$ cat config.mk
export PLATFORM = sky130hd
export DESIGN_NAME = lvi_supervisor
export DESIGN_NICKNAME = d
export VERILOG_FILES = /design/src/rtl/lvi_supervisor.sv
export SDC_FILE = /design/constraint.sdc
export NUM_CORES = 1
export LEC_CHECK = 0
export BUFFER_PORTS_ARGS = -buffer_cell sky130_fd_sc_hd__buf_2
export CORE_AREA = 2 2 39 41
export CTS_CLUSTER_DIAMETER = 60
export CTS_CLUSTER_SIZE = 10
export DETAILED_ROUTE_END_ITERATION = 6
export DIE_AREA = 0 0 41 43
export PLACE_DENSITY = 0.52
export SYNTH_ARGS = -nofsm -noshare
export SYNTH_HDL_FRONTEND = slang
export SYNTH_SLANG_ARGS = --single-unit
$ cat constraint.sdc
create_clock -name clk -period 2.6 [get_ports clk]
set_clock_uncertainty 0.1 [all_clocks]
set_input_delay 0 -clock clk [delete_from_list [all_inputs] [get_ports clk]]
set_output_delay 0 -clock clk [all_outputs]
set_load 0.03 [all_outputs]
$ cat src/rtl/lvi_supervisor.sv
module lvi_supervisor #(
  parameter int SYNC_STAGES = 2,
  parameter int DATA_W      = 8
) (
  input  logic              clk,
  input  logic              por_n,
  input  logic              below_fall_raw,
  input  logic              above_rise_raw,
  input  logic              cfg_pwrdn,
  input  logic              cfg_rst_dis,
  input  logic              cfg_stop_en,
  input  logic              stop_mode,
  input  logic              reg_sel,
  input  logic              reg_wr,
  input  logic [DATA_W-1:0] reg_wdata,
  output logic [DATA_W-1:0] reg_rdata,
  output logic              lvi_rst_req,
  output logic              lvi_rst_pin_n,
  output logic              lvi_cause
);

  localparam int LAST = SYNC_STAGES - 1;

  logic [LAST:0] below_sync, above_sync;
  logic below_s, above_s;
  logic active, detect, rst_q, rst_d;

  always_ff @(posedge clk or negedge por_n) begin
    if (!por_n) begin
      below_sync <= '0;
      above_sync <= '0;
    end else begin
      below_sync <= {below_sync[LAST-1:0], below_fall_raw};
      above_sync <= {above_sync[LAST-1:0], above_rise_raw};
    end
  end

  assign below_s = below_sync[LAST];
  assign above_s = above_sync[LAST];

  assign active = !cfg_pwrdn && !(stop_mode && !cfg_stop_en);
  assign detect = active && below_s;

  always_comb begin
    if (cfg_pwrdn)  rst_d = 1'b0;
    else if (rst_q) rst_d = !above_s;
    else            rst_d = detect && !cfg_rst_dis;
  end

  always_ff @(posedge clk or negedge por_n) begin
    if (!por_n) begin
      rst_q     <= 1'b0;
      lvi_cause <= 1'b0;
    end else begin
      rst_q <= rst_d;
      if (rst_d && !rst_q) lvi_cause <= 1'b1;
    end
  end

  assign lvi_rst_req   = rst_q;
  assign lvi_rst_pin_n = !rst_q;
  assign reg_rdata     = reg_sel ? {detect, {(DATA_W-1){1'b0}}} : '0;

  assert_pwrdn_quiet_R3: assert property (@(posedge clk) disable iff (!por_n)
    cfg_pwrdn |=> !lvi_rst_req);

  assert_polled_no_reset_R4: assert property (@(posedge clk) disable iff (!por_n)
    (cfg_rst_dis && !lvi_rst_req) |=> !lvi_rst_req);

  assert_hold_until_rise_R6: assert property (@(posedge clk) disable iff (!por_n)
    (lvi_rst_req && !above_s && !cfg_pwrdn) |=> lvi_rst_req);

  assert_pin_tracks_R7: assert property (@(posedge clk) disable iff (!por_n)
    $fell(lvi_rst_pin_n) |-> $rose(lvi_rst_req));

  assert_low_bits_zero_R8: assert property (@(posedge clk) disable iff (!por_n)
    (reg_sel && reg_wr && reg_wdata != '0) |-> reg_rdata[DATA_W-2:0] == '0);

  assert_stop_gates_R9: assert property (@(posedge clk) disable iff (!por_n)
    (stop_mode && !cfg_stop_en && !lvi_rst_req) |=> !lvi_rst_req);

  assert_cause_on_reset_R10: assert property (@(posedge clk) disable iff (!por_n)
    $rose(lvi_rst_req) |-> lvi_cause);

endmodule

==> results.ini <==
[setup_path]
critPathMaxFanout = 2
start_kind = input pin
crit_family = buffers and inverters
required_ps = 2670
arrival_ps = 1670
critical-path-slowest-cell = dlygate4sd3_1
crit_type = input pin to flop
path_cells = dlygate4sd3_1 -> buf_2 -> or3b_1 -> o41ai_1 -> dlygate4sd3_1
max_stage_delay_ps = 590
worstSetupEndpointType = flop
cp_common_cell = dlygate4sd3_1
critical_path_buf_inv_count = 3

[drt]
firstDrtPassIters = 1
vias = 203
drc = 0
ant_nets = 0
avgRoutedWirePerCell_um = 6.70
detail_route.vias_per_cell = 3.38
drt_iter0_drc = 0
wirelength_um = 402

[floorplan]
num_rows = 14
die_width_um = 41
io_pins = 29
initial_core_util = 0.193
coreArea_sq_um = 1380
dieArea_sq_um = 1760
dieHeight_um = 43

[final_layout]
n_antenna_cell = 0
area_growth_pct = 57.0
layout.nets = 64
drive_above_1_share = 0.364
fillCellCount = 153

[clocking]
cts-root-buf = clkbuf_4
cts_buffers = 3
htreeDepth = 1
cts_buffer_depth = 2
clock_latency_ps = 240
cts_tree = built
clkSinkCount = 6
cts_resized = 0
ctsHoldBuffers = 8
clkTransAtPathRegs_ps = 40
postCtsSetupRepairBufs = 0

[timing]
fmax_mhz = 627
fin_crit_sh = 0.614
rsz0062_at_grt = false
fin_ws_ps = 1000
setup_viol = 0
slew_viol_final = 0
hold_viol = 0
holdWs_ps = 70.9
tns_ps = 0
post-route-min-period_ps = 1600

[logic_synthesis]
post_synth.cell_area_avg_sq_um = 12.2
ys_ff_latch = 6
synth_top_area_share = 0.561
yosys_warnings = 0
synthCells = 22
synth_top_area_cell = dfrtp_1
yosys.cell_types.count = 9
yosys-top-cells-area = dfrtp_1, buf_4, o41ai_1
synth_seq_area_share = 0.561
synth_area_sq_um = 268

[power_and_ir_drop]
ir_worst_vdd_mv = 0.189
power_density_nw_per_um2 = 526
p_leak_nw = 0.215

[global_routing]
grt_overflow = 0
grt_pass1_vias = 211
grt_max_degree = 6
grt_use_total = 0.0638
grt_first_pass_wirelength_um = 717
antenna_found_initial = 0

[run]
maxCapViolations = 0

[place]
place.gp.congestion = 0.643
portBuffers = 12
place_ws_ps = 1570

[min_path]
hold_class = input pin to flop

[run_status]
status = finished clean

==> layout by cell type (no fill, tap or decap) <==
cell           instances
nor3b_1                1
dfrtp_1                6
conb_1                 7
nand2b_4               1
buf_2                 12
o41ai_1                2
inv_1                  2
dlygate4sd3_1          8
or3b_1                 1
clkbuf_4               3
nor2b_1                1
==> registers in the layout, summed over array words and instances, names as in the netlist <==
signal and count:
lvi_rst_req 1, above_sync 2, lvi_cause 1, below_sync 2
==> layer usage <==
metal  share of wire  track usage
met3           0.060       0.0157
met2            0.58       0.0906
met1            0.35       0.0629
met5               0            0
met4               0       0.0800
==> final timing paths <==
path	startpoint	endpoint	slack, ps	cells after the start
setup reg to reg	lvi_rst_req$_DFF_PN0_	lvi_rst_req$_DFF_PN0_	1050	3
max in group asynchronous	por_n	lvi_cause$_DFFE_PN0P_	1130	4
hold reg to reg	below_sync[0]$_DFF_PN0_	below_sync[1]$_DFF_PN0_	240	0
hold / removal	cfg_stop_en	lvi_cause$_DFFE_PN0P_	70	3
min in group asynchronous	por_n	below_sync[0]$_DFF_PN0_	520	3
setup / recovery	cfg_pwrdn	lvi_rst_req$_DFF_PN0_	1000	5
==> metrics by stage <==
stage | total power [mW] | cells | area (sq um) | util
CTS | 0.228 | 60 | 420 | 0.304
global placement | 0.133 | 49 | 318 | 0.230
floorplan | 0.131 | 28 | 290 | -
detailed placement | 0.133 | 49 | 318 | 0.230
finish | 0.221 | 60 | 420 | 0.304
global route | 0.233 | 60 | 420 | 0.304
==> layout make-up <==
type	instances	area [sq um]	area share
Sequential cell	6	150	0.357
Timing Repair Buffer	20	140	0.333
Multi-Input combinational cell	13	80.1	0.190
Clock buffer	3	22.5	0.0536
Tap cell	16	20.0	0.0476
Inverter	2	7.51	0.0179
==> cells by family after synthesis <==
family	after synthesis	synth area share
simple gates	4	0.136
compound gates	2	0.0654
flops	6	0.561
other cells	1	0.0140
buf+inv	9	0.224
==> worst register-to-register path, delay by kind of cell (launching register included) <==
kind | cells | cell delay (ps)
AOI/OAI and AO/OA | 1 | 60
buffers and inverters | 1 | 590
DFF | 1 | 380
and+or+nand+nor | 1 | 360
==> report_power, final <==
part	switching (mW)	internal, mW	total [mW]
clock	0.0286	0.0519	0.0805
combinational	0.0247	0.0162	0.0410
sequential	0.00194	0.0977	0.0997
total	0.0553	0.166	0.221
==> synthesized netlist by cell type <==
cell	n
nor3b_1	1
buf_4	7
dfrtp_1	6
conb_1	1
nand2b_4	1
nor2b_1	1
or3b_1	1
inv_1	2
o41ai_1	2
Note: power is estimated with default switching activity, not from simulation.
